`config.mk`:
```
export PLATFORM = sky130hd
export DESIGN_NAME = ckgate_ctrl
export DESIGN_NICKNAME = d
export VERILOG_FILES = /design/src/rtl/ckgate_pkg.sv /design/src/rtl/ckgate_sync.sv /design/src/rtl/ckgate_qual.sv /design/src/rtl/ckgate_lane.sv /design/src/rtl/ckgate_ctrl.sv
export SDC_FILE = /design/constraint.sdc
export NUM_CORES = 1
export LEC_CHECK = 0
export BUFFER_PORTS_ARGS = -buffer_cell sky130_fd_sc_hd__buf_2
export CORE_MARGIN = 4
export CORE_UTILIZATION = 50
export CTS_CLUSTER_SIZE = 12
export DETAILED_ROUTE_END_ITERATION = 6
export GPL_ROUTABILITY_DRIVEN = 0
export GPL_TIMING_DRIVEN = 0
export PLACE_DENSITY = 0.79
export RECOVER_POWER = 25
export SETUP_SLACK_MARGIN = 0.1
export SLEW_MARGIN = 10
export SYNTH_ARGS = -nofsm -noshare
export SYNTH_HDL_FRONTEND = slang
export SYNTH_SLANG_ARGS = --single-unit
```
`constraint.sdc`:
```
create_clock -name clk -period 2.9 [get_ports clk]
set_clock_uncertainty 0.1 [all_clocks]
set_input_delay 0.145 -clock clk [delete_from_list [all_inputs] [get_ports clk]]
set_output_delay 0.145 -clock clk [all_outputs]
set_load 0.02 [all_outputs]
```
`src/rtl/ckgate_pkg.sv`:
```
package ckgate_pkg;

    // State a pair holds between phase boundaries
    typedef enum logic [1:0] {
        LANE_RUN  = 2'd0,
        LANE_STOP = 2'd1,
        LANE_OFF  = 2'd2
    } lane_mode_e;

    // Levels and drive enables of one true/complement pair
    typedef struct packed {
        logic t;
        logic c;
        logic t_oe;
        logic c_oe;
    } pair_drive_t;

    // Map a pair's committed state to its pin levels
    function automatic pair_drive_t lane_drive(
        input lane_mode_e m,
        input logic       pd,
        input logic       pd_flt,
        input logic       stop_flt,
        input logic       ph
    );
        pair_drive_t d;
        d = '0;
        if (pd) begin
            d.t    = !pd_flt;
            d.t_oe = !pd_flt;
        end else begin
            case (m)
                LANE_RUN: begin
                    d.t    = ph;
                    d.c    = !ph;
                    d.t_oe = 1'b1;
                    d.c_oe = 1'b1;
                end
                LANE_STOP: begin
                    d.t    = !stop_flt;
                    d.t_oe = !stop_flt;
                end
                default: d = '0;
            endcase
        end
        return d;
    endfunction

endpackage

```
`src/rtl/ckgate_sync.sv`:
```
module ckgate_sync #(
    parameter int           W       = 1,
    parameter int           STAGES  = 2,
    parameter logic [W-1:0] RST_VAL = '0
) (
    input  logic         clk,
    input  logic         rst,
    input  logic [W-1:0] d,
    output logic [W-1:0] q
);
    logic [W-1:0] st [STAGES];

    always_ff @(posedge clk) begin
        if (rst) begin
            for (int s = 0; s < STAGES; s++) st[s] <= RST_VAL;
        end else begin
            st[0] <= d;
            for (int s = 1; s < STAGES; s++) st[s] <= st[s-1];
        end
    end

    assign q = st[STAGES-1];
endmodule

```
`src/rtl/ckgate_qual.sv`:
```
module ckgate_qual #(
    parameter int SYNC_STAGES = 2
) (
    input  logic clk,
    input  logic rst,
    input  logic tick,
    input  logic raw_n,
    output logic acc_n
);
    logic sync_n;
    logic samp_q;
    logic acc_q;

    ckgate_sync #(.W(1), .STAGES(SYNC_STAGES), .RST_VAL(1'b1)) u_sync (
        .clk (clk),
        .rst (rst),
        .d   (raw_n),
        .q   (sync_n)
    );

    // Two consecutive complement-rise samples must agree
    always_ff @(posedge clk) begin
        if (rst) begin
            samp_q <= 1'b1;
            acc_q  <= 1'b1;
        end else if (tick) begin
            samp_q <= sync_n;
            if (sync_n == samp_q) acc_q <= sync_n;
        end
    end

    assign acc_n = acc_q;

    p_acc_on_tick_r4: assert property (@(posedge clk) disable iff (rst)
        !$stable(acc_q) |-> $past(tick));

    p_acc_two_samples_r1: assert property (@(posedge clk) disable iff (rst)
        !$stable(acc_q) |-> ($past(samp_q) == acc_q) && ($past(sync_n) == acc_q));
endmodule

```
`src/rtl/ckgate_lane.sv`:
```
module ckgate_lane
    import ckgate_pkg::*;
(
    input  logic        clk,
    input  logic        rst,
    input  logic        tick,
    input  logic        ph,
    input  logic        en,
    input  logic        free_run,
    input  logic        stop_act,
    input  logic        pd_park,
    input  logic        pd_float,
    input  logic        stop_float,
    output pair_drive_t drv
);
    lane_mode_e mode_q;
    lane_mode_e mode_d;

    always_comb begin
        if (!en)                        mode_d = LANE_OFF;
        else if (stop_act && !free_run) mode_d = LANE_STOP;
        else                            mode_d = LANE_RUN;
    end

    // Commit only where the true line falls, so pulses stay whole
    always_ff @(posedge clk) begin
        if (rst)       mode_q <= LANE_OFF;
        else if (tick) mode_q <= mode_d;
    end

    assign drv = lane_drive(mode_q, pd_park, pd_float, stop_float, ph);

    p_mode_on_tick_r8: assert property (@(posedge clk) disable iff (rst)
        !$stable(mode_q) |-> $past(tick));

    p_run_toggles_r8: assert property (@(posedge clk) disable iff (rst)
        (mode_q == LANE_RUN && $past(mode_q) == LANE_RUN && !pd_park && !$past(pd_park))
        |-> (drv.t != $past(drv.t)) && (drv.c == !drv.t));

    p_free_never_stops_r7: assert property (@(posedge clk) disable iff (rst)
        (free_run && $past(free_run)) |-> (mode_q != LANE_STOP));
endmodule

```
`src/rtl/ckgate_ctrl.sv`:
```
module ckgate_ctrl
    import ckgate_pkg::*;
#(
    parameter int N_OUT       = 8,
    parameter int SYNC_STAGES = 2
) (
    input  logic             clk,
    input  logic             rst,
    input  logic             pd_req_n,
    input  logic             stop_req_n,
    input  logic [N_OUT-1:0] oe_pin,
    input  logic             oe_inv,
    input  logic             pd_float,
    input  logic             stop_float,
    input  logic [N_OUT-1:0] free_run,
    output logic [N_OUT-1:0] dif_t,
    output logic [N_OUT-1:0] dif_c,
    output logic [N_OUT-1:0] dif_t_oe,
    output logic [N_OUT-1:0] dif_c_oe
);
    logic             ph;
    logic             tick;
    logic             inv_q;
    logic             pd_acc_n;
    logic             stop_acc_n;
    logic             pd_park;
    logic [N_OUT-1:0] en_raw;
    logic [N_OUT-1:0] en_sync;
    pair_drive_t      lane_drv [N_OUT];

    // Output phase: true level of a running pair
    always_ff @(posedge clk) begin
        if (rst) ph <= 1'b0;
        else     ph <= !ph;
    end
    assign tick = ph;   // next edge is a complement rise

    // Polarity latched while reset is held
    always_ff @(posedge clk) begin
        if (rst) inv_q <= oe_inv;
    end

    assign en_raw = oe_pin ^ {N_OUT{inv_q}};

    ckgate_sync #(.W(N_OUT), .STAGES(SYNC_STAGES), .RST_VAL('0)) u_en_sync (
        .clk (clk),
        .rst (rst),
        .d   (en_raw),
        .q   (en_sync)
    );

    ckgate_qual #(.SYNC_STAGES(SYNC_STAGES)) u_pd_qual (
        .clk   (clk),
        .rst   (rst),
        .tick  (tick),
        .raw_n (pd_req_n),
        .acc_n (pd_acc_n)
    );

    ckgate_qual #(.SYNC_STAGES(SYNC_STAGES)) u_stop_qual (
        .clk   (clk),
        .rst   (rst),
        .tick  (tick),
        .raw_n (stop_req_n),
        .acc_n (stop_acc_n)
    );

    // Power-down parks at a complement fall, releases at a complement rise
    always_ff @(posedge clk) begin
        if (rst)                   pd_park <= 1'b0;
        else if (!ph && !pd_acc_n) pd_park <= 1'b1;
        else if (ph && pd_acc_n)   pd_park <= 1'b0;
    end

    for (genvar i = 0; i < N_OUT; i++) begin : g_lane
        ckgate_lane u_lane (
            .clk        (clk),
            .rst        (rst),
            .tick       (tick),
            .ph         (ph),
            .en         (en_sync[i]),
            .free_run   (free_run[i]),
            .stop_act   (!stop_acc_n),
            .pd_park    (pd_park),
            .pd_float   (pd_float),
            .stop_float (stop_float),
            .drv        (lane_drv[i])
        );
        assign dif_t[i]    = lane_drv[i].t;
        assign dif_c[i]    = lane_drv[i].c;
        assign dif_t_oe[i] = lane_drv[i].t_oe;
        assign dif_c_oe[i] = lane_drv[i].c_oe;
    end

    p_pd_on_cfall_r2: assert property (@(posedge clk) disable iff (rst)
        $rose(pd_park) |-> ph && !$past(pd_acc_n));

    p_pd_release_r2: assert property (@(posedge clk) disable iff (rst)
        $fell(pd_park) |-> !ph && $past(pd_acc_n));

    p_pd_uniform_r3: assert property (@(posedge clk) disable iff (rst)
        pd_park |-> (dif_c_oe == '0) && (dif_c == '0)
                    && (dif_t_oe == {N_OUT{!pd_float}}));

    p_inv_held_r9: assert property (@(posedge clk) disable iff (rst)
        $stable(inv_q));
endmodule

```
==> results of run 1 <==
## worst min-delay path by stage
stage | start | to | cells past startpoint
floorplan | pd_req_n | u_pd_qual.u_sync.st[0][0]$_SDFF_PP1_ | 1
global placement | stop_req_n | u_stop_qual.u_sync.st[0][0]$_SDFF_PP1_ | 2
detailed placement | oe_inv | inv_q$_DFFE_PP_ | 1
CTS | free_run[2] | g_lane[2].u_lane.mode_q[0]$_SDFFE_PP0P_ | 4
global route | free_run[1] | g_lane[1].u_lane.mode_q[0]$_SDFFE_PP0P_ | 4
finish | free_run[2] | g_lane[2].u_lane.mode_q[0]$_SDFFE_PP0P_ | 4
## metal layers
metal  part of all wire (%)  routed length (µm)
met5                      0                   0
met4                    1.4                  57
met3                    7.7                 306
met1                     44                1760
met2                     46                1830
## synth_stat cells, types with 3 or more instances
master	instances	area, µm²
dfxtp_1	42	841
nor2b_1	9	56.3
o21ai_1	8	40.0
nand2_1	16	60.1
o21ai_0	10	50.1
nor3_2	6	60.1
nand2b_1	9	56.3
xnor2_1	8	70.1
buf_2	13	65.1
a211o_1	10	87.6
a32oi_1	8	70.1
or2_1	3	18.8
nor3_1	9	45.0
inv_1	9	33.8
nor2_1	28	105
## final cells by class
class | count | area, µm²
plain buffers | 16 | 78.8
clock buffers | 8 | 68.8
fillers | 282 | 1090
inverters | 10 | 37.5
multi-input cells | 135 | 797
flip-flops and latches | 43 | 871
well taps | 46 | 57.6
repair buffers | 65 | 384
## kinds of logic after synthesis
group                    share of synthesized area (%)
AO/OA/AOI/OAI                                     14.8
XOR/XNOR                                          3.92
adder cells (fa/ha/maj)                          0.699
buffers and inverters                             6.78
flip-flops                                        48.7
multiplexers                                     0.559
AND/OR/NAND/NOR                                   24.5
## critical path: stages, from the launching register on
cell,delay [ns]
dfxtp_1,0.33
buf_2,0.18
buf_2,0.20
nor4_1,0.23
buf_2,0.21
## flip-flops by register name (all words and copies together), names as in the netlist
register               flops
g_lane.u_lane.mode_q      16
inv_q                      1
pd_park                    1
ph                         1
u_en_sync.st              16
u_pd_qual.acc_n            1
u_pd_qual.samp_q           1
u_pd_qual.u_sync.st        2
u_stop_qual.acc_n          1
u_stop_qual.samp_q         1
u_stop_qual.u_sync.st      2
## power by group through the flow
stage | Combinational, mW | Clock (mW) | Sequential [mW]
2_1_floorplan | 0.0877 | 0 | 0.642
3_3_place_gp | 0.123 | 0 | 0.645
3_5_place_dp | 0.126 | 0 | 0.645
4_1_cts | 0.138 | 0.326 | 0.632
5_1_grt | 0.153 | 0.351 | 0.636
6_report | 0.137 | 0.315 | 0.632
==> impl_metrics.toml, run 1 <==
[worst_setup_path]
rr_endpoint = "pd_park$_SDFFE_PP0P_"
endpoint_kind = "output port"
r2r_start = "ph$_SDFF_PP0_"
startpoint_type = "flip-flop"
critPathRequiredTime_ns = 2.65
reg2reg_depth = 5
crit_start = "pd_park$_SDFFE_PP0P_"
crit_fanout = 10
reg2reg_slack_ns = 1.42
endpoint = "dif_c[1]"
crit_type = "reg2out"
cp.arrival_ns = 1.47

[pwr]
seqPwrFrac_pct = 58.3
intPower_mw = 0.828
p_leak_nw = 1.09
switching_share_pct = 23.6
vdd_drop_max_v = 0.000356
power_density_nw_per_um2 = 473
finalPower_mw = 1.08
power.switching_mw = 0.256
p_comb_share_pct = 12.7
p_clk_share_pct = 29.0

[grt]
antenna_found_initial = 0
grt_pass1_vias = 1459
grt.met1_usage_pct = 20.8
busiest_layer = "met2"
track_usage_pct = 18.5
grt_start_max_net_pins = 13
overflow = 0
grt_pass1_wl_mm = 6.37
grtUsageMet2_pct = 33.5
gr-usage-met3_pct = 4.27

[die]
rows = 21
pin_count = 55
start_util_pct = 52.8
die_height_um = 67.8
die-area_um2 = 4600
coreArea_um2 = 3390
die_x_um = 67.8

[clock_tree]
cts_tree = "built"
cts-hold-fix-buffers = 12
cts_resized = 0
numCtsBuffers = 5
clock_sinks = 43
cts_max_level = 2
postCtsSetupBuffers = 0
cts_buffer_depth = 2
path_clk_slew_ns = 0.11
ctsRootBufferMaster = "clkbuf_4"
clkLatencyLatePin_ns = 0.34

[detailed_routing]
post_drt_wl_per_cell_um = 12.2
vias = 1590
drtAntennaViolNets = 0
first_pass_iters = 5
routed_wl_mm = 3.95
first_iter_violations = 54
viasPerCell = 4.92
drc_errors = 0

[placed_design]
dp_hpwl_mm = 2.79
portBuffers = 53
dp_slack_ns = 1.45
dpl.cell_count = 303
post_dp_cell_area_um2 = 2110

[run_status]
status = "completed"

[cells_and_area]
finalNonFillerCells = 323
nNetsFinal = 300
final_cell_mix = "buf_2, dfxtp_1, nor2_1"
area_growth_pct = 28.3
antenna_cells = 0
final_common_cell = "buf_2"
final_core_util_pct = 67.7
drive_above_1_share_pct = 28.5
stdcell_area_um2 = 2290

[synthesis]
ys_async_sr_fraction_pct = 0
postSynthAreaPerCell_um2 = 8.77
synth_area_um2 = 1790
synthDistinctLibCells = 26
synth_seq_cells = 43
synth-main-ff-cell = "dfxtp_1"
seq_area_frac_synth_pct = 48.7
mappedNetlistNets = 228
synthCells = 204
yosysWarnings = 0
synth-edff-count = 1

[sta]
tns_ns = 0
fmax_mhz = 582
hold_viol_final = 0
drv_slew = 0
max-slew-margin-rel_pct = 69.7
post-route-period-util_pct = 59.3
rsz0062_at_grt = "no"
setup_viol = 0
fin_ws_ns = 1.18
hold_ws_ns = 0.0272
fin_crit_ns = 1.72
tightest_slew_ns = 0.454

[min_path]
hp-class = "in2reg"

[run]
drv_cap = 0
Power figures use the tool's default switching activity.
==> run 2: changes to the inputs <==
Settings changed: CORE_UTILIZATION 50 to 45, PLACE_DENSITY 0.79 to 0.75.
Clock period 2.9 ns to 1.4 ns, I/O delays scaled along.
==> impl_metrics.toml, run 2 (synthesized netlist as in run 1, its figures left out) <==
[run_status]
status = "finished, violations left"
violations = "setup timing"

[sta]
fin_ws_ns = -0.149
hold_viol_final = 0
fmax_mhz = 645
tns_ns = -1.44
post-route-period-util_pct = 111
rsz0062_at_grt = "yes"
drv_slew = 0
hold_ws_ns = 0.00297
setup_viol = 20
max-slew-margin-rel_pct = 69.4
tightest_slew_ns = 0.459
fin_crit_ns = 1.55

[placed_design]
dpl.cell_count = 305
dp_hpwl_mm = 2.98
portBuffers = 53

[clock_tree]
clkLatencyLatePin_ns = 0.29
path_clk_slew_ns = 0.08
ctsRootBufferMaster = "clkbuf_8"
cts_max_level = 2
numCtsBuffers = 5
cts_tree = "built"
cts_buffer_depth = 2
clock_sinks = 43

[detailed_routing]
first_iter_violations = 110
viasPerCell = 5.09
routed_wl_mm = 4.52
first_pass_iters = 4
drtAntennaViolNets = 0
vias = 1681
post_drt_wl_per_cell_um = 13.7
drc_errors = 0

[pwr]
power_density_nw_per_um2 = 908
finalPower_mw = 2.40
p_leak_nw = 1.16
vdd_drop_max_v = 0.000691

[die]
coreArea_um2 = 3740
die_height_um = 71.1
die-area_um2 = 5050
start_util_pct = 47.8
die_x_um = 71.1
rows = 22
pin_count = 55

[cells_and_area]
final_common_cell = "dfxtp_1"
final_core_util_pct = 70.7
drive_above_1_share_pct = 37.2
nNetsFinal = 305
final_cell_mix = "dfxtp_1, buf_2, nor2_1"
reg_top3 = "g_lane.u_lane.mode_q: 16 flops, u_en_sync.st: 16 flops"
area_growth_pct = 48.0
finalNonFillerCells = 330
antenna_cells = 0
final.fill_count = 309

[worst_setup_path]
startpoint_type = "flip-flop"
reg2reg_depth = 6
critPathRequiredTime_ns = 1.23
endpoint_kind = "output port"
crit_type = "reg2out"
crit_fanout = 10
cp.arrival_ns = 1.38

[grt]
antenna_found_initial = 0
overflow = 0
gr-usage-met3_pct = 4.55
grt.met1_usage_pct = 20.5
grtUsageMet2_pct = 31.5
track_usage_pct = 17.7
grt_pass1_wl_mm = 7.17
busiest_layer = "met2"
grt_pass1_vias = 1549
grt_start_max_net_pins = 14

[min_path]
whs_path_depth = 4
hp-class = "in2reg"

[run]
drv_cap = 0
run 2: cell types whose count changed in the layout (fill, tap and decap cells not counted), sizes merged:
| cell | before | now |
|---|---|---|
| buf | 63 | 73 |
| clkbuf | 14 | 7 |
| clkinv | 0 | 1 |
| clkinvlp | 0 | 1 |
run 2: metal layers:
metal	vias up	wire [µm]
met5	-	0
met4	0	32
met3	2	335
met2	67	2200
met1	772	1950
li1	840	-
run 2: worst max-delay path, stage by stage, from the launching register on:
cell	delay [ns]
dfxtp_2	0.34
buf_6	0.14
buf_8	0.16
nor3_1	0.25
buf_4	0.19
run 2: path summary, 6_finish.rpt:
check | end | slack, ns | from
worst min-delay path | g_lane[7].u_lane.mode_q[0]$_SDFFE_PP0P_ | 0.003 | free_run[7]
worst max register to register | pd_park$_SDFFE_PP0P_ | 0.01 | ph$_SDFF_PP0_
worst max-delay path | dif_c_oe[0] | -0.15 | pd_park$_SDFFE_PP0P_
worst min register to register | u_stop_qual.u_sync.st[0][1]$_SDFF_PP1_ | 0.31 | u_stop_qual.u_sync.st[0][0]$_SDFF_PP1_
run 2: report_power, final:
group | switching, mW | leakage, nW | internal, mW | total [mW]
Clock | 0.399 | 0.0412 | 0.348 | 0.747
Combinational | 0.165 | 0.763 | 0.180 | 0.344
Sequential | 0.0292 | 0.355 | 1.28 | 1.31
Total | 0.593 | 1.16 | 1.81 | 2.40
run 2: cell type report:
| type | count | area [µm²] | share of cell area [%] |
|---|---|---|---|
| clock buffer | 6 | 72.6 | 2.74 |
| clock inverter | 2 | 12.5 | 0.473 |
| multi-input combinational | 135 | 912 | 34.5 |
| sequential | 43 | 876 | 33.1 |
| timing repair buffer | 70 | 552 | 20.8 |
| tap | 48 | 60.1 | 2.27 |
| inverter | 10 | 37.5 | 1.42 |
| buffer | 16 | 125 | 4.73 |
run 2: repair_timing:
item / in CTS / in global routing
setup buffers: 1 / 4
endpoints found under the hold margin: 12 / 0
pin swaps: 21 / 9
hold buffers: 12 / 0
resized for setup: 59 / 22
setup endpoints to repair: 33 / 33
run 2: per-stage QoR:
stage	setup slack (ns)	cell area, µm²
2_1_floorplan	-0.0766	1790
3_3_place_gp	0.00437	2110
3_5_place_dp	-0.00117	2110
4_1_cts	-0.0916	2520
5_1_grt	-0.180	2650
6_report	-0.149	2650
